File: src/rtl/hrf_pkg.sv
// Shared constants, types and helper functions for the hash register front-end.
// Assumes 32-bit bus words, 16-word message blocks and a 256-bit chaining value.
package hrf_pkg;
    localparam int WORD_W    = 32;
    localparam int BLK_WORDS = 16;
    localparam int ST_WORDS  = 8;
    localparam int BLK_W     = WORD_W * BLK_WORDS;
    localparam int ST_W      = WORD_W * ST_WORDS;
    localparam int FILL_W    = $clog2(BLK_WORDS + 1);

    typedef enum logic [1:0] {PAD_NONE, PAD_ONE, PAD_FIRST, PAD_SECOND} pad_e;
    typedef enum logic [2:0] {S_IDLE, S_FILL, S_CMP, S_FIN1, S_FIN2} seq_e;

    // Initial chaining value for the given algorithm code.
    function automatic logic [ST_W-1:0] init_vec(input logic [1:0] alg);
        case (alg)
            2'd0:    return {32'h6a09e667, 32'hbb67ae85, 32'h3c6ef372, 32'ha54ff53a,
                             32'h510e527f, 32'h9b05688c, 32'h1f83d9ab, 32'h5be0cd19};
            2'd1:    return {32'hc1059ed8, 32'h367cd507, 32'h3070dd17, 32'hf70e5939,
                             32'hffc00b31, 32'h68581511, 32'h64f98fa7, 32'hbefa4fa4};
            default: return {32'h67452301, 32'hefcdab89, 32'h98badcfe, 32'h10325476,
                             32'hc3d2e1f0, 96'h0};
        endcase
    endfunction

    // Reverse the byte order of one word.
    function automatic logic [WORD_W-1:0] bswap(input logic [WORD_W-1:0] w);
        return {w[7:0], w[15:8], w[23:16], w[31:24]};
    endfunction
endpackage

File: src/rtl/hrf_inbuf.sv
// Input word collector: appends each pushed word at the next free slot.
// Assumes the caller never pushes when full; clr has priority over push.
module hrf_inbuf #(
    parameter int WORDS  = 16,
    parameter int WORD_W = 32,
    localparam int FILL_W = $clog2(WORDS + 1)
) (
    input  logic                    clk,
    input  logic                    rst_n,
    input  logic                    clr,
    input  logic                    push,
    input  logic [WORD_W-1:0]       din,
    output logic [WORDS*WORD_W-1:0] words,
    output logic [FILL_W-1:0]       fill
);
    // Fill pointer: reset, clear or advance on each push.
    always_ff @(posedge clk) begin
        if (!rst_n || clr) fill <= '0;
        else if (push)     fill <= fill + 1'b1;
    end

    for (genvar i = 0; i < WORDS; i++) begin : g_slot
        logic [WORD_W-1:0] slot;
        // Slot storage: capture the word when this slot is next free.
        always_ff @(posedge clk) begin
            if (!rst_n)                                    slot <= '0;
            else if (push && !clr && fill == FILL_W'(i))   slot <= din;
        end
        assign words[WORD_W*(WORDS-i)-1 -: WORD_W] = slot;
    end
endmodule

File: src/rtl/hrf_pad.sv
// Block former: passes the buffer through or builds a padded final block.
// Assumes fill < WORDS; PAD_ONE is only chosen when fill <= WORDS-3.
module hrf_pad
    import hrf_pkg::*;
#(
    parameter int WORDS  = 16,
    parameter int WORD_W = 32,
    localparam int FILL_W = $clog2(WORDS + 1)
) (
    input  logic [WORDS*WORD_W-1:0] words,
    input  logic [FILL_W-1:0]       fill,
    input  logic [2*WORD_W-1:0]     bitlen,
    input  pad_e                    mode,
    output logic [WORDS*WORD_W-1:0] block
);
    localparam logic [WORD_W-1:0] MARK = {1'b1, {(WORD_W-1){1'b0}}};

    for (genvar i = 0; i < WORDS; i++) begin : g_word
        logic [WORD_W-1:0] dw, ow;
        assign dw = words[WORD_W*(WORDS-i)-1 -: WORD_W];
        // Select the word for slot i according to the padding mode.
        always_comb begin
            ow = '0;
            unique case (mode)
                PAD_NONE: ow = dw;
                PAD_ONE, PAD_FIRST: begin
                    if (i < int'(fill))                      ow = dw;
                    else if (i == int'(fill))                ow = MARK;
                    else if (mode == PAD_ONE && i == WORDS-2) ow = bitlen[2*WORD_W-1:WORD_W];
                    else if (mode == PAD_ONE && i == WORDS-1) ow = bitlen[WORD_W-1:0];
                end
                PAD_SECOND: begin
                    if (i == WORDS-2)      ow = bitlen[2*WORD_W-1:WORD_W];
                    else if (i == WORDS-1) ow = bitlen[WORD_W-1:0];
                end
            endcase
        end
        assign block[WORD_W*(WORDS-i)-1 -: WORD_W] = ow;
    end
endmodule

File: src/rtl/hash_regfront.sv
// Register front-end of a hash peripheral: control/status, byte count,
// chaining value access, input window and compression handshake.
// Assumes one bus access per cycle and a compression unit that pulses cmp_ack once per request.
module hash_regfront
    import hrf_pkg::*;
#(
    parameter int ADDR_W = 8
) (
    input  logic              clk,
    input  logic              rst_n,
    input  logic              bus_wr,
    input  logic [ADDR_W-1:0] bus_addr,
    input  logic [31:0]       bus_wdata,
    output logic [31:0]       bus_rdata,
    output logic              in_stall,
    output logic              cmp_req,
    output logic [1:0]        cmp_alg,
    output logic [BLK_W-1:0]  cmp_block,
    output logic [ST_W-1:0]   cmp_state,
    input  logic              cmp_ack,
    input  logic [ST_W-1:0]   cmp_next
);
    seq_e              seq;
    logic [ST_W-1:0]   chain;
    logic [31:0]       bytes, bytes_vis;
    logic [1:0]        alg;
    logic              big_end, dma_in, dma_out, fifo_en, digest_ok;
    logic [BLK_W-1:0]  words;
    logic [FILL_W-1:0] fill;
    pad_e              mode;
    logic              wr_ctrl, wr_hash, wr_win, start, fin_req, fifo_clr, push;
    logic              one_blk, fin_done, buf_clr;
    logic [2:0]        hidx;
    logic [31:0]       hword, hmask;
    logic              unused_bits;

    assign unused_bits = ^{bus_wdata[31:11], bus_wdata[7:6]};

    // Bus decode and command strobes.
    assign wr_ctrl  = bus_wr && bus_addr == ADDR_W'(0);
    assign wr_hash  = bus_wr && bus_addr[7:5] == 3'b010;
    assign wr_win   = bus_wr && bus_addr[7:6] == 2'b10;
    assign start    = wr_ctrl && bus_wdata[0];
    assign fin_req  = wr_ctrl && !bus_wdata[0] && bus_wdata[1] && seq == S_FILL;
    assign fifo_clr = wr_ctrl && !bus_wdata[0] && bus_wdata[8] && seq == S_FILL;
    assign push     = wr_win && seq == S_FILL;
    assign hidx     = bus_addr[4:2];

    assign one_blk  = fill <= FILL_W'(BLK_WORDS - 3);
    assign fin_done = cmp_ack && !start && ((seq == S_FIN1 && one_blk) || seq == S_FIN2);
    assign buf_clr  = start || fifo_clr || fin_done || (cmp_ack && seq == S_CMP);

    assign in_stall  = seq inside {S_CMP, S_FIN1, S_FIN2};
    assign cmp_req   = in_stall;
    assign cmp_alg   = alg;
    assign cmp_state = chain;

    // Padding mode follows the sequencer state.
    always_comb begin
        unique case (seq)
            S_FIN1:  mode = one_blk ? PAD_ONE : PAD_FIRST;
            S_FIN2:  mode = PAD_SECOND;
            default: mode = PAD_NONE;
        endcase
    end

    hrf_inbuf #(.WORDS(BLK_WORDS), .WORD_W(WORD_W)) u_inbuf (
        .clk(clk), .rst_n(rst_n), .clr(buf_clr), .push(push),
        .din(bus_wdata), .words(words), .fill(fill)
    );

    hrf_pad #(.WORDS(BLK_WORDS), .WORD_W(WORD_W)) u_pad (
        .words(words), .fill(fill), .bitlen({29'd0, bytes, 3'd0}),
        .mode(mode), .block(cmp_block)
    );

    // Sequencer: filling, block compression and final-round padding.
    always_ff @(posedge clk) begin
        if (!rst_n) seq <= S_IDLE;
        else if (start) seq <= S_FILL;
        else begin
            unique case (seq)
                S_FILL: if (fin_req) seq <= S_FIN1;
                        else if (push && fill == FILL_W'(BLK_WORDS - 1)) seq <= S_CMP;
                S_CMP:  if (cmp_ack) seq <= S_FILL;
                S_FIN1: if (cmp_ack) seq <= one_blk ? S_IDLE : S_FIN2;
                S_FIN2: if (cmp_ack) seq <= S_IDLE;
                default: ;
            endcase
        end
    end

    // Configuration bits captured on every control write.
    always_ff @(posedge clk) begin
        if (!rst_n) begin
            alg <= '0; big_end <= 1'b0; dma_in <= 1'b0; dma_out <= 1'b0; fifo_en <= 1'b0;
        end else if (wr_ctrl) begin
            alg <= bus_wdata[5:4]; big_end <= bus_wdata[3]; dma_in <= bus_wdata[2];
            dma_out <= bus_wdata[10]; fifo_en <= bus_wdata[9];
        end
    end

    // Running byte count, and its visible copy committed at the end of the final round.
    always_ff @(posedge clk) begin
        if (!rst_n) begin
            bytes <= '0; bytes_vis <= '0; digest_ok <= 1'b0;
        end else begin
            if (start || fifo_clr) bytes <= '0;
            else if (push)         bytes <= bytes + 32'd4;
            if (fin_done) bytes_vis <= bytes;
            if (start)         digest_ok <= 1'b0;
            else if (fin_done) digest_ok <= 1'b1;
        end
    end

    // Chaining value: initial vector, compression result or software overwrite.
    always_ff @(posedge clk) begin
        if (!rst_n) chain <= '0;
        else if (start) chain <= init_vec(bus_wdata[5:4]);
        else if (cmp_req && cmp_ack) chain <= cmp_next;
        else if (wr_hash && !in_stall)
            chain[(7 - hidx) * 32 +: 32] <= big_end ? bus_wdata : bswap(bus_wdata);
    end

    // Digest word view with truncation for the shorter algorithms.
    always_comb begin
        hword = chain[(7 - hidx) * 32 +: 32];
        hmask = '1;
        if (digest_ok && ((alg == 2'd1 && hidx == 3'd7) || (alg[1] && hidx >= 3'd5)))
            hmask = '0;
        hword = hword & hmask;
    end

    // Read multiplexer.
    always_comb begin
        bus_rdata = '0;
        if (bus_addr == ADDR_W'(0))
            bus_rdata = {21'd0, dma_out, fifo_en, 3'd0, alg, big_end, dma_in,
                         seq inside {S_FIN1, S_FIN2}, seq != S_IDLE};
        else if (bus_addr == ADDR_W'(4)) bus_rdata = bytes_vis;
        else if (bus_addr[7:5] == 3'b010) bus_rdata = big_end ? hword : bswap(hword);
    end
endmodule

File: config.mk
export PLATFORM = sky130hd
export DESIGN_NAME = hash_regfront
export DESIGN_NICKNAME = d
export VERILOG_FILES = /design/src/rtl/hrf_pkg.sv /design/src/rtl/hrf_inbuf.sv /design/src/rtl/hrf_pad.sv /design/src/rtl/hash_regfront.sv
export SDC_FILE = /design/constraint.sdc
export NUM_CORES = 2
export LEC_CHECK = 0
export ABC_AREA = 1
export BUFFER_PORTS_ARGS = -buffer_cell sky130_fd_sc_hd__buf_2
export CELL_PAD_IN_SITES_DETAIL_PLACEMENT = 0
export CELL_PAD_IN_SITES_GLOBAL_PLACEMENT = 2
export CORE_AREA = 2 2 430 432
export DETAILED_ROUTE_END_ITERATION = 10
export DIE_AREA = 0 0 432 434
export PLACE_DENSITY_LB_ADDON = 0.1
export SYNTH_ARGS = -nofsm -noshare
export SYNTH_HDL_FRONTEND = slang
export SYNTH_SLANG_ARGS = --single-unit
File: constraint.sdc
create_clock -name clk -period 5.66 [get_ports clk]
set_input_delay 1.132 -clock clk [delete_from_list [all_inputs] [get_ports clk]]
set_output_delay 1.132 -clock clk [all_outputs]
set_load 0.01 [all_outputs]
# Yosys cells after proc, flatten, opt, wreduce, memory -nomap -nowiden
# Cells that the tools add are included.
op_classes:
  n_addsub: 4
  order_cmp: 18
  eq_ne: 51
  shifts: 3
  muxes: 71
  n_bitwise: 2
  n_reduce_logical: 64
op_table:
  columns: ["operator", "count"]
  rows:
  - ["two-way mux 32 bit", 39]
  - ["case mux 32 bit (2 select lines)", 14]
  - ["two-way mux 256 bit", 3]
  - ["case mux 256 bit (2 select lines)", 1]
  - ["bitwise mux 256 bit", 1]
  - ["variable shift 32 x 34 -> 256 bit (first input constant)", 1]
  - ["indexed part select 256 x 33 -> 32 bit", 1]
  - ["indexed part select 32 x 34 -> 256 bit", 1]
  - ["case mux 32 bit (3 select lines)", 2]
  - ["== test 5 x 4 -> 1 bit (second input constant)", 8]
  - ["== test 5 bit (first input constant)", 8]
  - ["< comparator 4 x 5 -> 1 bit (first input constant)", 8]
  - ["logical AND 1 bit", 37]
  - ["negator 32 -> 34 bit", 1]
  - ["adder 32 x 3 -> 32 bit (second input constant)", 1]
  - ["bitwise AND 32 bit", 1]
  - ["two-way mux 3 bit", 7]
  - ["== test 4 x 5 -> 1 bit (first input constant)", 4]
  - ["== test 5 x 3 -> 1 bit (second input constant)", 4]
  - ["< comparator 3 x 5 -> 1 bit (first input constant)", 4]
  - ["case mux 3 bit (4 select lines)", 1]
  - ["== test 3 x 5 -> 1 bit (first input constant)", 2]
  - ["== test 5 x 2 -> 1 bit (second input constant)", 2]
  - ["logical NOT 5 bit", 2]
  - ["32 further kinds", 60]
word_totals:
  register_bits: 847
  input_bits: 300
  out_inout_bits: 804
  elab_cells: 241

# Depth between registers and ports, before layout
logic_depth:
  depth_word: 11
  ltp_mapped: 16
  depth_no_buf: 16

# Cells and area by module
# Synthesis repeated with hierarchy kept, for this count alone.
unflattened:
  cells_unflattened: 9221
  area_unflattened_um2: 52216.3
modules_own_cells:
  columns: ["mod", "instances", "cells_per_inst", "area_each_um2", "seq_area_each_um2"]
  rows:
  - ["hrf_inbuf", 1, 3843, 23676.5, 10349.9]
  - ["hash_regfront", 1, 4031, 23144.7, 6526.3]
  - ["hrf_pad", 1, 1347, 5395.2, 0.0]

# Worst setup path after synthesis
# No wires, ideal clock.
synth_path:
  path_kind: "register to output"
  from: "register seq[0]"
  to: "output cmp_block[10]"
  t_arrival_ns: 3.071
  required_time_ns: 4.528
  slack_ns: 1.457
  path_stages_with_launch: 16
  n_path_buf: 5
  path_cell_list: "dfxtp_1 > nor2_1 > nand2_1 > clkbuf_1 > clkbuf_1 > buf_2 > o21ai_0 > inv_1 > ha_1 > inv_1 > buf_2 > nand3_1 > o21ai_0 > clkinv_1 > clkbuf_1 > o32ai_1"
synth_between:
  elab_chain_len: 7
  word_cells_on_any_way: 12
  classes_between: "eq/ne (5); mux (5); reduce/logical (2)"
synth_lines:
  columns: ["item", "line", "source"]
  rows:
  - ["start: declaration", "hash_regfront.sv:23", "seq_e seq;"]
  - ["start signal: assignment", "hash_regfront.sv:86", "S_FIN1: if (cmp_ack) seq <= one_blk ? S_IDLE : S_FIN2;"]
  - ["== test 3 bit / == test 3 x 2 -> 1 bit (equally long branches)", "hash_regfront.sv:60", "unique case (seq)"]
  - ["case mux 2 bit (2 select lines) *", "hash_regfront.sv:60", null]
  - ["== test 2 x 1 -> 1 bit", null, null]
  - ["two-way mux 32 bit", "hrf_pad.sv:30", "else if (mode == PAD_ONE && i == WORDS-1) ow = bitlen[WORD_W-1:0];"]
  - ["two-way mux 32 bit", "hrf_pad.sv:28", "else if (i == int'(fill)) ow = MARK;"]
  - ["two-way mux 32 bit", "hrf_pad.sv:27", "if (i < int'(fill)) ow = dw;"]
  - ["case mux 32 bit (3 select lines) *", "hrf_pad.sv:24", "unique case (mode)"]
  - ["end: declaration", "hash_regfront.sv:18", "output logic [BLK_W-1:0] cmp_block,"]
# Every way passes the cells marked *; elsewhere a longest branch is shown, timed or not.

# Worst setup path in the final report
layout_path:
  from: "register u_inbuf.fill[1]"
  to: "output cmp_block[91]"
layout_between:
  elab_chain_len: 6
  word_cells_on_any_way: 10
  classes_between: "order compare (2); eq/ne (2); mux (4); reduce/logical (2)"
layout_lines:
  columns: ["item", "line", "source"]
  rows:
  - ["start: declaration", "hrf_inbuf.sv:14", "output logic [FILL_W-1:0] fill"]
  - ["start signal: assignment", "hrf_inbuf.sv:19", "else if (push) fill <= fill + 1'b1;"]
  - ["less-or-equal comparator 5 x 4 -> 1 bit", "hash_regfront.sv:49", "assign one_blk = fill <= FILL_W'(BLK_WORDS - 3);"]
  - ["two-way mux 2 bit", "hash_regfront.sv:61", "S_FIN1: mode = one_blk ? PAD_ONE : PAD_FIRST;"]
  - ["case mux 2 bit (2 select lines)", "hash_regfront.sv:60", null]
  - ["== test 2 bit / == test 2 x 1 -> 1 bit (equally long branches)", null, null]
  - ["OR reduction 2 bit", "hrf_pad.sv:24", null]
  - ["case mux 32 bit (2 select lines) *", "hrf_pad.sv:24", null]
# Marked as above.

==> out/qor.csv <==
metric,value,unit
Post-synth ARST share,0,
Die W,432,um
Overflow after GRT,0,
grt met2 use,0.521,
Iter 0 DRT Violations,4900,
htree depth,3,
Worst slew margin,0.157,
Syn Nets,7105,
unrepaired setup endpoints after global routing,yes,
worst-path maximum fanout,31,
final core occ,0.297,
total clock buffers created by CTS,107,
share of cells above drive strength 1,0.198,
Yosys Warn Count,0,
status,"finished, final reports clean",
Worst Tran Pin Value,1.26,ns
M3 GR Usage,0.0433,
MaxCap Viol Count,0,
CP max stage delay,0.91,ns
Post-Syn Area,43000,sq um
Most used DFF post-synth,dfxtp_1,
All-Layer GR Usage,0.308,
P&R area growth vs syn,26.0,%
first-pass GRT wire length,404000,um
drt total wl,303000,um
Slew Limit Fails,0,
Peak Freq,184,MHz
met1 GRT Util,0.372,
Vias/cell,5.07,
crit path launch type,flop,
largest net degree at the start of global routing,229,
DR vias,51000,
core footprint,182000,sq um
1st-pass router iterations,5,
CP max-delay cell,inv_1,
final setup fails,0,
CTS Sinks,843,
die height,434,um
vias in the first global route,48700,
gr busiest metal,met2,
Die ar.,187000,sq um
Total Power,17.2,mW
num rows,157,
fillcell total,20800,
post-synthesis sequential area ratio,0.393,
RR Startpoint,big_end,
Initial Util,0.236,
Critical Path AT,4.31,ns
PortBufs,1103,
post-route setup TNS,0,ns
gpl congestion,0.944,
clock root cell,clkbuf_16,
number of synthesized flops with an enable pin,0,
min Tclk post-route,5.44,ns
worst hold start,u_inbuf.g_slot[1].slot[31],
hold buffers post-CTS,0,
final net count,7878,
Skew-Pair Late Insertion Delay,0.77,ns
CP cell instances,inv_1 > ha_1 > nand3_1 > nand3_1 > o21ai_4 > inv_2 > ha_2 > o21ai_0 > inv_1 > nor2_1 > buf_2,
Fin. Hold Viols,0,
Final ANT Viol Nets,0,
Detail Placement HPWL,225000,um
Worst EP required,4.53,ns
period utilization,0.962,
crit end category,primary output,
initial antenna violation count,25,
Top Ports,1104,
Final Skew,0.0389,ns
critical path class,flop to primary output,
CP Launch Point,u_inbuf.fill[1],
Lkg Pwr,24.4,nW
CTS tree,built,
pwr dens,317,nW/um^2
clock-pin slew on the worst setup and hold paths,0.07,ns
"FF+latch count, synth",843,
"Distinct cells, synth",43,
post-synthesis instance total,6792,
clk buf depth,3,
worst hold path type,flop to flop,
# DRC,0,
Routed wire per std cell,30.1,um
"IR drop worst, VDD",0.254,mV
syn avg cell area,6.33,sq um
## critical path: cells and delay by family (launching register included)
| kind | cells | cell delay [ns] |
|---|---|---|
| buffers and inverters | 4 | 1.35 |
| AOI/OAI and AO/OA | 2 | 0.41 |
| DFF | 1 | 0.33 |
| adders and majority gates | 2 | 0.69 |
| and+or+nand+nor | 3 | 0.75 |
## cells in the final DEF (no fill, tap or decap), types with 3 or more instances in the layout
master / instances
buf_6: 4
nor2_4: 8
clkinv_16: 4
o21ai_1: 8
nor2_1: 837
buf_2: 1101
inv_2: 38
inv_1: 255
nand2_2: 9
nand4_1: 9
clkbuf_16: 107
nor3_1: 17
bufinv_16: 9
clkinv_1: 20
o21ai_0: 628
o211ai_1: 35
buf_12: 8
inv_4: 3
nand2_1: 1832
clkinv_2: 21
o32ai_1: 28
clkbuf_8: 25
ha_1: 11
clkinvlp_4: 4
a21oi_2: 4
buf_4: 128
nor2_2: 10
a22oi_1: 6
nand3_2: 4
dfxtp_1: 841
clkbuf_1: 28
o21ai_2: 3
xor2_1: 8
a21oi_4: 7
nand3_1: 746
a21oi_1: 819
diode_2: 16
## layer usage
metal,vias to the layer above,share of wire
li1,23800,-
met1,24900,0.40
met2,1923,0.48
met3,442,0.055
met4,2,0.063
met5,-,0.000026
## cell families after synthesis
| logic type | synth area share |
|---|---|
| simple gates | 0.330 |
| flops | 0.393 |
| compound gates | 0.186 |
| fa+ha+maj | 0.00378 |
| buf+inv | 0.0855 |
| xor+xnor | 0.00163 |
## what timing repair did
item | in CTS | in global routing
endpoints found under the setup margin | 8 | 97
resized for setup | 7 | 5
pin swaps | 2 | 0
setup buffers | 0 | 4
## registers in the layout, indices dropped and copies added (netlist names)
name	flops
big_end	1
cmp_state	256
bytes_vis	30
u_inbuf.fill	5
bytes	30
dma_out	1
seq	3
dma_in	1
fifo_en	1
cmp_alg	2
u_inbuf.g_slot.slot	512
digest_ok	1
## stage by stage
step | hold WS (ns) | instance area, sq um | cells | worst slack, ns
after floorplan | 0.425 | 43000 | 6792 | 1.46
after global placement | 0.441 | 50300 | 9837 | 0.636
after detailed placement | 0.445 | 50300 | 9837 | 0.646
after CTS | 0.454 | 54100 | 10000 | 0.0281
after global routing | 0.466 | 54100 | 10100 | -0.0160
final | 0.455 | 54200 | 10100 | 0.216
## power breakdown
group          switching (mW)  total (mW)  leakage [nW]  internal [mW]
registers               0.236        6.30          6.79           6.06
clock network            3.11        7.35          1.80           4.24
logic                    2.76        3.53          15.8          0.767
## worst paths after layout
path,cells past startpoint,slack [ns],to
worst max register to register,8,1.52,cmp_state[51]
worst min-delay path,2,0.45,u_inbuf.g_slot[1].slot[31]
worst max-delay path,11,0.22,cmp_block[91]
worst min register to register,2,0.45,u_inbuf.g_slot[1].slot[31]
## cell type report
type / count / area (sq um) / share of cell area
flip-flops and latches: 843 / 16900 / 0.312
clock inverters: 39 / 554 / 0.0102
clock buffers: 160 / 3130 / 0.0577
multi-input cells: 5051 / 22600 / 0.418
repair buffers: 1243 / 6710 / 0.124
inverters: 319 / 1220 / 0.0226
diodes: 16 / 40.0 / 0.000739
well taps: 2385 / 2980 / 0.0551
## cells in the mapped netlist, types with 2 or more instances
cell type,number,area share
a21oi_1,826,0.096
a21oi_2,3,0.00061
a22oi_1,6,0.0010
a31oi_1,3,0.00044
buf_1,70,0.0061
buf_2,144,0.017
buf_4,4,0.00070
buf_6,14,0.0037
clkbuf_1,343,0.030
clkbuf_2,4,0.00047
clkinv_1,21,0.0018
dfxtp_1,843,0.39
ha_1,13,0.0038
inv_1,277,0.024
inv_2,21,0.0018
nand2_1,1834,0.16
nand2_2,9,0.0013
nand3_1,746,0.087
nand3_2,4,0.00093
nand4_1,9,0.0013
nor2_1,841,0.073
nor2_2,9,0.0013
nor2_4,5,0.0013
nor3_1,17,0.0020
o211ai_1,35,0.0061
o21ai_0,631,0.073
o21ai_1,9,0.0010
o31ai_1,2,0.00035
o32ai_1,28,0.0057
xor2_1,8,0.0016
Note: power is estimated with default switching activity, not from simulation.
